==> config.mk <==
export PLATFORM = sky130hd
export DESIGN_NAME = supply_ctl_i2c
export DESIGN_NICKNAME = d
export VERILOG_FILES = /design/src/rtl/supply_ctl_pkg.sv /design/src/rtl/supply_ctl_sync.sv /design/src/rtl/supply_ctl_fsm.sv /design/src/rtl/supply_ctl_gate.sv /design/src/rtl/supply_ctl_i2c.sv
export SDC_FILE = /design/constraint.sdc
export NUM_CORES = 1
export LEC_CHECK = 0
export ABC_AREA = 1
export BUFFER_PORTS_ARGS = -buffer_cell sky130_fd_sc_hd__buf_2
export CORE_ASPECT_RATIO = 0.7
export CORE_MARGIN = 2
export CORE_UTILIZATION = 40
export CTS_CLUSTER_DIAMETER = 150
export CTS_CLUSTER_SIZE = 24
export DETAILED_ROUTE_END_ITERATION = 8
export GPL_TIMING_DRIVEN = 1
export PLACE_DENSITY_LB_ADDON = 0.25
export SYNTH_ARGS = -nofsm -noshare
export SYNTH_HDL_FRONTEND = slang
export SYNTH_SLANG_ARGS = --single-unit
==> constraint.sdc <==
create_clock -name clk -period 2.05 [get_ports clk]
set_input_delay 0 -clock clk [delete_from_list [all_inputs] [get_ports clk]]
set_output_delay 0 -clock clk [all_outputs]
set_load 0.05 [all_outputs]
==> src/rtl/supply_ctl_pkg.sv <==
package supply_ctl_pkg;

    typedef enum logic [2:0] {
        ST_IDLE,
        ST_ADDR,
        ST_AACK,
        ST_WDATA,
        ST_WACK,
        ST_RDATA,
        ST_RACK,
        ST_SKIP
    } bus_state_t;

    localparam int CTL_W      = 8;
    localparam int F_R2_EN    = 7;
    localparam int F_R2_SEL_H = 6;
    localparam int F_R2_SEL_L = 4;
    localparam int F_R1_EN    = 3;
    localparam int F_R1_SEL   = 2;
    localparam int F_D2_EN    = 1;
    localparam int F_D1_EN    = 0;
    localparam int LVL_W      = 7;

    // Regulator-2 level in units of 100 mV for each 3-bit code
    function automatic logic [LVL_W-1:0] r2_level(input logic [2:0] code);
        logic [LVL_W-1:0] v;
        unique case (code)
            3'd0: v = 7'd33;
            3'd1: v = 7'd50;
            3'd2: v = 7'd55;
            3'd3: v = 7'd60;
            3'd4: v = 7'd70;
            3'd5: v = 7'd75;
            3'd6: v = 7'd80;
            3'd7: v = 7'd100;
            default: v = 7'd0;
        endcase
        return v;
    endfunction

    // Regulator-1 level in units of 100 mV
    function automatic logic [LVL_W-1:0] r1_level(input logic sel);
        return sel ? 7'd85 : 7'd50;
    endfunction

endpackage

==> src/rtl/supply_ctl_sync.sv <==
module supply_ctl_sync #(
    parameter int STAGES = 2
) (
    input  logic clk,
    input  logic rst_n,
    input  logic din,
    output logic level,
    output logic rise,
    output logic fall
);
    // Idle bus lines are high, so the chain resets to ones
    logic [STAGES:0] pipe;

    always_ff @(posedge clk or negedge rst_n) begin
        if (!rst_n) pipe <= '1;
        else        pipe <= {pipe[STAGES-1:0], din};
    end

    assign level = pipe[STAGES-1];
    assign rise  = pipe[STAGES-1] & ~pipe[STAGES];
    assign fall  = ~pipe[STAGES-1] & pipe[STAGES];
endmodule

==> src/rtl/supply_ctl_fsm.sv <==
module supply_ctl_fsm
    import supply_ctl_pkg::*;
#(
    parameter logic [6:0] ADDR7 = 7'h08,
    parameter int         DW    = CTL_W
) (
    input  logic          clk,
    input  logic          rst_n,
    input  logic          en,
    input  logic          scl_hi,
    input  logic          scl_rise,
    input  logic          scl_fall,
    input  logic          sda_lvl,
    input  logic          sda_rise,
    input  logic          sda_fall,
    output logic          sda_oe,
    output logic [DW-1:0] ctrl_q
);
    localparam int CW = $clog2(DW + 1);

    bus_state_t    st, nxt;
    logic [CW-1:0] cnt;
    logic [DW-1:0] sh;
    logic [DW-1:0] tx;
    logic          mack;
    logic          start_ev, stop_ev;

    assign start_ev = sda_fall & scl_hi & ~scl_rise;
    assign stop_ev  = sda_rise & scl_hi & ~scl_rise;

    always_comb begin
        nxt = st;
        if (!en)           nxt = ST_IDLE;
        else if (start_ev) nxt = ST_ADDR;
        else if (stop_ev)  nxt = ST_IDLE;
        else begin
            unique case (st)
                ST_IDLE, ST_SKIP: nxt = st;
                ST_ADDR:  if (scl_fall && cnt == CW'(DW))
                              nxt = (sh[DW-1:1] == ADDR7) ? ST_AACK : ST_SKIP;
                ST_AACK:  if (scl_fall) nxt = sh[0] ? ST_RDATA : ST_WDATA;
                ST_WDATA: if (scl_fall && cnt == CW'(DW)) nxt = ST_WACK;
                ST_WACK:  if (scl_fall) nxt = ST_WDATA;
                ST_RDATA: if (scl_fall && cnt == CW'(DW - 1)) nxt = ST_RACK;
                ST_RACK:  if (scl_fall) nxt = mack ? ST_RDATA : ST_SKIP;
                default:  nxt = ST_IDLE;
            endcase
        end
    end

    // State register
    always_ff @(posedge clk or negedge rst_n) begin
        if (!rst_n) st <= ST_IDLE;
        else        st <= nxt;
    end

    // Shift, count and storage
    always_ff @(posedge clk or negedge rst_n) begin
        if (!rst_n) begin
            cnt    <= '0;
            sh     <= '0;
            tx     <= '0;
            mack   <= 1'b0;
            ctrl_q <= '0;
        end else if (!en) begin
            cnt    <= '0;
            sh     <= '0;
            tx     <= '0;
            mack   <= 1'b0;
            ctrl_q <= '0;
        end else if (start_ev) begin
            cnt <= '0;
        end else begin
            unique case (st)
                ST_ADDR, ST_WDATA: begin
                    if (scl_rise) begin
                        sh  <= {sh[DW-2:0], sda_lvl};
                        cnt <= cnt + 1'b1;
                    end
                    if (st == ST_WDATA && scl_fall && cnt == CW'(DW))
                        ctrl_q <= sh;
                end
                ST_AACK: if (scl_fall) begin
                    cnt <= '0;
                    tx  <= ctrl_q;
                end
                ST_WACK: if (scl_fall) cnt <= '0;
                ST_RDATA: if (scl_fall) begin
                    tx  <= {tx[DW-2:0], 1'b0};
                    cnt <= cnt + 1'b1;
                end
                ST_RACK: begin
                    if (scl_rise) mack <= ~sda_lvl;
                    if (scl_fall) begin
                        tx  <= ctrl_q;
                        cnt <= '0;
                    end
                end
                default: ;
            endcase
        end
    end

    // Line drive
    always_comb begin
        unique case (st)
            ST_AACK, ST_WACK: sda_oe = en;
            ST_RDATA:         sda_oe = en & ~tx[DW-1];
            default:          sda_oe = 1'b0;
        endcase
    end
endmodule

==> src/rtl/supply_ctl_gate.sv <==
module supply_ctl_gate
    import supply_ctl_pkg::*;
(
    input  logic             en,
    input  logic             ovp,
    input  logic [CTL_W-1:0] ctrl,
    output logic             reg2_on,
    output logic [2:0]       reg2_code,
    output logic [LVL_W-1:0] reg2_dv,
    output logic             reg1_on,
    output logic             reg1_sel,
    output logic [LVL_W-1:0] reg1_dv,
    output logic             drv2_on,
    output logic             drv1_on
);
    logic reg_ok;
    assign reg_ok = en & ~ovp;

    assign reg2_on   = reg_ok & ctrl[F_R2_EN];
    assign reg2_code = ctrl[F_R2_SEL_H:F_R2_SEL_L];
    assign reg2_dv   = r2_level(reg2_code);
    assign reg1_on   = reg_ok & ctrl[F_R1_EN];
    assign reg1_sel  = ctrl[F_R1_SEL];
    assign reg1_dv   = r1_level(reg1_sel);
    assign drv2_on   = en & ctrl[F_D2_EN];
    assign drv1_on   = en & ctrl[F_D1_EN];
endmodule

==> src/rtl/supply_ctl_i2c.sv <==
module supply_ctl_i2c
    import supply_ctl_pkg::*;
#(
    parameter logic [6:0] ADDR7       = 7'h08,
    parameter int         SYNC_STAGES = 2
) (
    input  logic             clk,
    input  logic             rst_n,
    input  logic             en,
    input  logic             ovp,
    input  logic             scl_in,
    input  logic             sda_in,
    output logic             sda_oe,
    output logic             reg2_on,
    output logic [2:0]       reg2_code,
    output logic [LVL_W-1:0] reg2_dv,
    output logic             reg1_on,
    output logic             reg1_sel,
    output logic [LVL_W-1:0] reg1_dv,
    output logic             drv2_on,
    output logic             drv1_on
);
    localparam int NLINES = 2;   // index 0: SCL, index 1: SDA

    logic [NLINES-1:0] raw_w, lvl_w, rise_w, fall_w;
    logic [CTL_W-1:0]  ctrl_w;

    assign raw_w = {sda_in, scl_in};

    for (genvar g = 0; g < NLINES; g++) begin : g_sync
        supply_ctl_sync #(.STAGES(SYNC_STAGES)) u_sync (
            .clk   (clk),
            .rst_n (rst_n),
            .din   (raw_w[g]),
            .level (lvl_w[g]),
            .rise  (rise_w[g]),
            .fall  (fall_w[g])
        );
    end

    supply_ctl_fsm #(.ADDR7(ADDR7), .DW(CTL_W)) u_fsm (
        .clk      (clk),
        .rst_n    (rst_n),
        .en       (en),
        .scl_hi   (lvl_w[0]),
        .scl_rise (rise_w[0]),
        .scl_fall (fall_w[0]),
        .sda_lvl  (lvl_w[1]),
        .sda_rise (rise_w[1]),
        .sda_fall (fall_w[1]),
        .sda_oe   (sda_oe),
        .ctrl_q   (ctrl_w)
    );

    supply_ctl_gate u_gate (
        .en        (en),
        .ovp       (ovp),
        .ctrl      (ctrl_w),
        .reg2_on   (reg2_on),
        .reg2_code (reg2_code),
        .reg2_dv   (reg2_dv),
        .reg1_on   (reg1_on),
        .reg1_sel  (reg1_sel),
        .reg1_dv   (reg1_dv),
        .drv2_on   (drv2_on),
        .drv1_on   (drv1_on)
    );
endmodule

==> results of run 1 <==
==> kinds of logic (layout without fill, tap and decap cells) <==
| family | Yosys count | in the layout | synth area share |
|---|---|---|---|
| AO/OA/AOI/OAI | 47 | 47 | 0.135 |
| XOR/XNOR | 1 | 1 | 0.00405 |
| adder cells (fa/ha/maj) | 4 | 4 | 0.0231 |
| buffers and inverters | 49 | 70 | 0.109 |
| flip-flops | 38 | 38 | 0.443 |
| other | 2 | 2 | 0.00347 |
| AND/OR/NAND/NOR | 142 | 142 | 0.282 |
==> per-layer routing <==
| metal | up-vias | part of all wire | global-route usage |
|---|---|---|---|
| met1 | 831 | 0.56 | 0.253 |
| met2 | 28 | 0.39 | 0.232 |
| met4 | 0 | 0.010 | 0.0448 |
| met5 | - | 0 | 0 |
| li1 | 937 | - | - |
| met3 | 5 | 0.041 | 0.0356 |
==> critical path: stages (launching register included) <==
cell and delay, ns:
sky130_fd_sc_hd__dfrtp_1 0.46, sky130_fd_sc_hd__inv_1 0.19, sky130_fd_sc_hd__nand2_1 0.14, sky130_fd_sc_hd__nand2_1 0.14, sky130_fd_sc_hd__inv_1 0.05, sky130_fd_sc_hd__nor3_1 0.14, sky130_fd_sc_hd__buf_2 0.29
==> cell usage after synthesis, drive strengths merged, types with 2 or more instances <==
| library cell | instances | area share |
|---|---|---|
| nand4 | 3 | 0.0087 |
| dfstp | 6 | 0.073 |
| clkbuf | 2 | 0.0035 |
| nand3b | 2 | 0.0069 |
| dfrtp | 32 | 0.37 |
| buf | 15 | 0.050 |
| a21oi | 6 | 0.016 |
| inv | 32 | 0.055 |
| nor3 | 3 | 0.0069 |
| nor2 | 25 | 0.048 |
| nand2 | 83 | 0.15 |
| nor3b | 2 | 0.0069 |
| ha | 4 | 0.023 |
| conb | 2 | 0.0035 |
| nand3 | 23 | 0.055 |
| o21ai | 37 | 0.099 |
==> worst paths after layout <==
kind | slack [ns] | endpoint
max in group asynchronous | 1.16 | u_fsm.sh[0]
min reg2reg | 0.36 | g_sync[0].u_sync.pipe[1]
min in group asynchronous | 0.36 | u_fsm.tx[4]
max reg2reg | 0.44 | u_fsm.tx[0]
min | 0.16 | u_fsm.sh[0]
max | 0.35 | sda_oe
==> stage by stage <==
step                      worst slack, ns  cells  area (µm²)
after floorplan                     0.192    283        2160
after global placement              0.509    365        2280
after detailed placement            0.474    365        2280
after CTS                           0.359    376        2410
after global routing                0.235    376        2410
final                               0.349    376        2410
==> layout make-up <==
| type | count | area (µm²) |
|---|---|---|
| clock buffers | 7 | 76.3 |
| well taps | 72 | 90.1 |
| flip-flops and latches | 38 | 958 |
| fillers | 529 | 2820 |
| clock inverters | 1 | 30.0 |
| repair buffers | 30 | 168 |
| multi-input cells | 196 | 970 |
| inverters | 32 | 120 |
==> sequential cells by signal, summed over array words and instances, names as in the netlist <==
name / count
g_sync.u_sync.pipe: 6
u_fsm.cnt: 4
u_fsm.ctrl_q: 8
u_fsm.mack: 1
u_fsm.sh: 8
u_fsm.st: 3
u_fsm.tx: 8
==> where the power goes <==
group | internal, mW | total (mW) | switching (mW)
combinational | 0.118 | 0.391 | 0.273
sequential | 0.804 | 0.868 | 0.0636
clock | 0.364 | 0.629 | 0.265
==> timing repair <==
| item | 4_1_cts | 5_1_grt |
|---|---|---|
| hold buffers | 3 | 0 |
| buffers inserted | 0 | 0 |
| endpoints found under the hold margin | 34 | 0 |
==> out/summary.log, run 1 <==
[timing] fmax 588 MHz
[worst_setup_path] worst setup path category reg2out
[timing] final worst hold slack 0.157 ns
[synthesis] flip-flop and latch count after synthesis 38
[global_routing] antenna violations before repair 0
[clock_network] number of buffers added by the clock tree synthesis step 5
[cells_and_area] Layout Nets 313
[global_routing] vias in the first global route 1,640
[worst_setup_path] element type at the critical path start register
[synthesis] net count after synthesis 293
[power_and_ir_drop] worst-case vdd ir drop 0.337 mV
[place] Final GP Congestion 0.887
[drt] number of DRC markers after the initial detailed-route iteration 121
[worst_setup_path] worst reg2reg startpoint g_sync[0].u_sync.pipe[2]
[global_routing] GRT Total Usage 0.165
[min_path] min-delay worst type in2reg
[worst_setup_path] Worst Reg2Reg Path Length in Cells 6
[cells_and_area] commonest cells after routing, fill and taps aside 81 x sky130_fd_sc_hd__nand2_1, 32 x sky130_fd_sc_hd__dfrtp_1, 29 x sky130_fd_sc_hd__inv_1
[timing] setup TNS after final layout 0 ns
[clock_network] maximum buffer depth of the clock tree 2
[timing] Final Cycle Share 0.830
[cells_and_area] count of inserted antenna diode cells 0
[drt] remaining antenna violation count after routing 0
[synthesis] part of the Yosys area used for sequential elements 0.443
[place] number of input and output port buffers inserted 26
[floorplanning] boundary pin count 29
[drt] post-detailed-route DRC marker count 0
[global_routing] first-pass GRT wire length 7850 µm
[worst_setup_path] Data required, critical path 2.05 ns
[synthesis] number of enable flip-flop cells after synthesis 0
[clock_network] Gates resized, CTS repair 0
[worst_setup_path] Crit. End Element primary output
[power_and_ir_drop] leak pwr 1.18 nW
[cells_and_area] utilization of the core after routing 0.461
[cells_and_area] most common cell after layout, fill and taps aside sky130_fd_sc_hd__nand2_1
[global_routing] overflow left after global routing 0
[place] DP Wirelength 3220 µm
[clock_network] clock latency reported for the late side of the worst-skew pair 0.29 ns
[floorplanning] full die area 6030 µm²
[timing] setup repair after global routing missed its margin false
[power_and_ir_drop] power per standard cell area 783 nW/µm²
[clock_network] CTS H-tree depth 2
[clock_network] clk root buf sky130_fd_sc_hd__clkbuf_8
[timing] final hold violations 0
[status] outcome completed
[timing] Setup violations, final 0
[power_and_ir_drop] total power draw 1.89 mW
[drt] post-detailed-route wirelength per cell 12.0 µm
[timing] Tmin final 1.70 ns
[floorplanning] y dimension of the die 65.5 µm
[run] Max-cap violations 0
[clock_network] CTS tree built
[timing] Worst Max-Slew Pin Slew 0.858 ns
[drt] detailed-routing iteration count for the pre-antenna-repair pass 4
[timing] Setup Skew 0.00837 ns
[synthesis] Top FF cell, synth sky130_fd_sc_hd__dfrtp_1
[synthesis] Synth Warn # 0
[floorplanning] initial core utilization 0.414
[worst_setup_path] arrival time at the worst endpoint 1.70 ns
[worst_setup_path] Crit. Startpoint u_fsm.st[1]
[cells_and_area] signed area change from the synthesized netlist to the final layout 11.4%
[clock_network] sink count of the clock tree 38
[timing] Max Slew Vio Count 0
[clock_network] Clk pin slew, worst setup/hold paths 0.07 ns
[global_routing] maximum number of pins on one net before global-route repair 39
[synthesis] async set-or-reset flop fraction in the synthesized netlist 1.00
[floorplanning] area of the core 5230 µm²
[min_path] Hold Path Cell Cnt 3
[worst_setup_path] worst-path fanout max 6
[synthesis] number of library cell types mapped by synthesis 32
[drt] via count 1,801
[floorplanning] Chip Width 91.9 µm
[synthesis] per-instance average area after synthesis 7.65 µm²
[drt] number of vias per cell 4.79
[floorplanning] total number of placement rows 22
[timing] worst slew slack as a fraction of its limit 0.428
[min_path] Hold Path Origin en
[drt] Post-Route WL 4520 µm
[cells_and_area] fraction of final layout cells with drive strength greater than 1 0.191
[synthesis] number of standard cells after synthesis 283
[synthesis] Post-Syn Area 2160 µm²
No activity file was read; power rests on OpenSTA's default activity.
==> run 2, diff against run 1 <==
- clock period: 2.05 -> 1.8 ns (I/O delays scaled with it)
==> out/summary.log, run 2 (synthesized netlist as in run 1, its figures left out) <==
[status] outcome completed
[min_path] Hold Path Origin en
[worst_setup_path] element type at the critical path start register
[drt] number of vias per cell 4.75 [-0.74%]
[clock_network] clk root buf sky130_fd_sc_hd__clkbuf_8
[cells_and_area] Layout Cells excl Fill 379 [+0.80%]
[clock_network] sink count of the clock tree 38 [unchanged]
[cells_and_area] Layout Nets 316 [+0.96%]
[timing] Tmin final 1.60 ns
[power_and_ir_drop] portion of total power attributed to sequential cells 0.490 [+0.030]
[floorplanning] Chip Width 91.9 µm [unchanged]
[cells_and_area] largest registers ranked by flip-flop count u_fsm.ctrl_q x8, u_fsm.sh x8, u_fsm.tx x8
[floorplanning] total number of placement rows 22 [unchanged]
[global_routing] overflow left after global routing 0 [unchanged]
[power_and_ir_drop] total power draw 2.02 mW [+6.9%]
[drt] detailed-routing iteration count for the pre-antenna-repair pass 4 [unchanged]
[min_path] min-delay worst type in2reg
[worst_setup_path] R2R Path End u_fsm.tx[0]
[power_and_ir_drop] fraction of power consumed by the clock network 0.286 [-0.047]
[timing] Max Slew Vio Count 0 [unchanged]
[global_routing] GRT Total Usage 0.168 [+0.00301]
[cells_and_area] fraction of final layout cells with drive strength greater than 1 0.205 [+0.0144]
[cells_and_area] commonest cells after routing, fill and taps aside 81 x sky130_fd_sc_hd__nand2_1, 32 x sky130_fd_sc_hd__dfrtp_1, 29 x sky130_fd_sc_hd__inv_1
[timing] fmax 624 MHz
[place] number of input and output port buffers inserted 26 [unchanged]
[drt] number of DRC markers after the initial detailed-route iteration 100 [-17%]
[drt] via count 1,802 [+0.056%]
[power_and_ir_drop] power per standard cell area 833 nW/µm² [+6.5%]
[drt] post-detailed-route wirelength per cell 11.8 µm [-1.7%]
[worst_setup_path] worst-path fanout max 6 [unchanged]
[cells_and_area] signed area change from the synthesized netlist to the final layout 11.9%
[power_and_ir_drop] Net Sw Power 688 µW [+14%]
[floorplanning] boundary pin count 29 [unchanged]
[power_and_ir_drop] Internal Dissipation 1.33 mW [+3.4%]
[floorplanning] area of the core 5230 µm² [unchanged]
[drt] Post-Route WL 4480 µm [-0.93%]
[cells_and_area] Non-Filler Cell Area, Final 2420 µm² [+0.41%]
[worst_setup_path] Crit. End Element primary output
[power_and_ir_drop] worst-case vdd ir drop 0.359 mV [+6.7%]
[cells_and_area] most common cell after layout, fill and taps aside sky130_fd_sc_hd__nand2_1
[clock_network] clock latency reported for the late side of the worst-skew pair 0.29 ns [about the same]
[clock_network] maximum buffer depth of the clock tree 2 [unchanged]
[worst_setup_path] worst setup path category reg2out
[timing] setup repair after global routing missed its margin false
[global_routing] maximum number of pins on one net before global-route repair 25 [-36%]
[timing] Setup Skew 0.00603 ns [-0.00234 ns]
[timing] Final Cycle Share 0.891
[global_routing] vias in the first global route 1,696 [+3.4%]
[power_and_ir_drop] leak pwr 1.19 nW [+0.78%]
[cells_and_area] utilization of the core after routing 0.463 [+0.00191]
[cells_and_area] count of inserted antenna diode cells 0 [unchanged]
[place] instance area at placement 2300 µm² [+1.2%]
[clock_network] CTS H-tree depth 2 [unchanged]
[timing] Setup violations, final 0 [unchanged]
[clock_network] CTS tree built
[drt] post-detailed-route DRC marker count 0 [unchanged]
[global_routing] first-pass GRT wire length 7900 µm [+0.70%]
[timing] setup TNS after final layout 0 ns [unchanged]
[power_and_ir_drop] switching share of total power 0.341 [+0.0223]
[clock_network] number of buffers added by the clock tree synthesis step 5 [unchanged]
[worst_setup_path] Data required, critical path 1.80 ns [-0.25 ns]
[place] Final GP Congestion 0.897 [+1.1%]
[floorplanning] initial core utilization 0.414 [unchanged]
[drt] remaining antenna violation count after routing 0 [unchanged]
[min_path] Worst Hold End u_fsm.sh[0]
[run] Max-cap violations 0 [unchanged]
[global_routing] antenna violations before repair 0 [unchanged]
[floorplanning] y dimension of the die 65.5 µm [unchanged]
[place] Cells after DPL 368 [+0.82%]
[worst_setup_path] Worst Reg2Reg Path Length in Cells 6 [unchanged]
[floorplanning] full die area 6030 µm² [unchanged]
[place] DP Wirelength 3310 µm [+2.9%]
[worst_setup_path] arrival time at the worst endpoint 1.60 ns [-0.10 ns]
[min_path] Hold Path Cell Cnt 3 [unchanged]
[worst_setup_path] worst reg2reg startpoint g_sync[0].u_sync.pipe[2]
[cells_and_area] number of fill cells 527 [-0.38%]
[clock_network] Clk pin slew, worst setup/hold paths 0.07 ns [about the same]
[worst_setup_path] R2R setup slack 0.22 ns [-0.22 ns]
[timing] final hold violations 0 [unchanged]
[power_and_ir_drop] combinational share of power 0.225 [+0.018]
run 2: changes by cell type in the layout (fill, tap and decap cells not counted), sizes merged:
cell    before  now
buf         27   29
bufinv       1    0
clkinv       0    2
run 2: timing repair:
| action | in CTS | in global routing |
|---|---|---|
| setup endpoints to repair | 0 | 1 |
| hold buffers | 3 | 0 |
| setup buffers | 0 | 0 |
| hold endpoints to repair | 20 | 0 |
| gates resized for setup | 0 | 1 |
run 2: layout make-up:
| class | count | area (µm²) | share of cell area |
|---|---|---|---|
| Tap cell | 72 | 90.1 | 0.0372 |
| Timing Repair Buffer | 33 | 193 | 0.0795 |
| Sequential cell | 38 | 958 | 0.396 |
| Multi-Input combinational cell | 196 | 975 | 0.402 |
| Inverter | 32 | 120 | 0.0496 |
| Clock buffer | 6 | 72.6 | 0.0300 |
| Clock inverter | 2 | 13.8 | 0.00568 |
run 2: worst max path at each step:
stage	start	endpoint	slack, ns	cells past startpoint
after floorplan	u_fsm.ctrl_q[4]	reg2_dv[3]	0.09	3
after global placement	g_sync[0].u_sync.pipe[2]	u_fsm.tx[0]	0.27	6
after detailed placement	g_sync[0].u_sync.pipe[2]	u_fsm.tx[0]	0.23	6
after CTS	u_fsm.st[1]	sda_oe	0.16	6
after global routing	u_fsm.st[1]	sda_oe	0.03	6
final	u_fsm.st[1]	sda_oe	0.20	6
run 2: worst max-delay path: stages, from the launching register on:
cell and delay, ns:
sky130_fd_sc_hd__dfrtp_1 0.46, sky130_fd_sc_hd__inv_1 0.19, sky130_fd_sc_hd__nand2_1 0.13, sky130_fd_sc_hd__nand2_1 0.15
sky130_fd_sc_hd__inv_1 0.06, sky130_fd_sc_hd__nor3_2 0.09, sky130_fd_sc_hd__clkbuf_4 0.24
run 2: metrics by stage:
stage / worst slack [ns] / hold slack (ns)
final: 0.196 / 0.165
after global routing: 0.0252 / 0.170
after detailed placement: 0.225 / -0.00108
after CTS: 0.160 / 0.148
after floorplan: 0.0867 / -0.296
after global placement: 0.267 / -0.00135
run 2: routing by layer:
metal | global-route usage | vias to the layer above | share of wire
met5 | 0 | - | 0
met4 | 0.0522 | 0 | 0.012
met3 | 0.0390 | 7 | 0.040
met2 | 0.245 | 29 | 0.40
met1 | 0.245 | 825 | 0.55
li1 | - | 941 | -
run 2: power groups by stage:
| stage | Combinational, mW | Clock [mW] | Sequential [mW] |
|---|---|---|---|
| after detailed placement | 0.447 | 0 | 1.00 |
| after global placement | 0.445 | 0 | 1.00 |
| after global routing | 0.516 | 0.654 | 0.999 |
| after CTS | 0.454 | 0.597 | 0.988 |
| after floorplan | 0.360 | 0 | 0.988 |
| final | 0.453 | 0.576 | 0.989 |
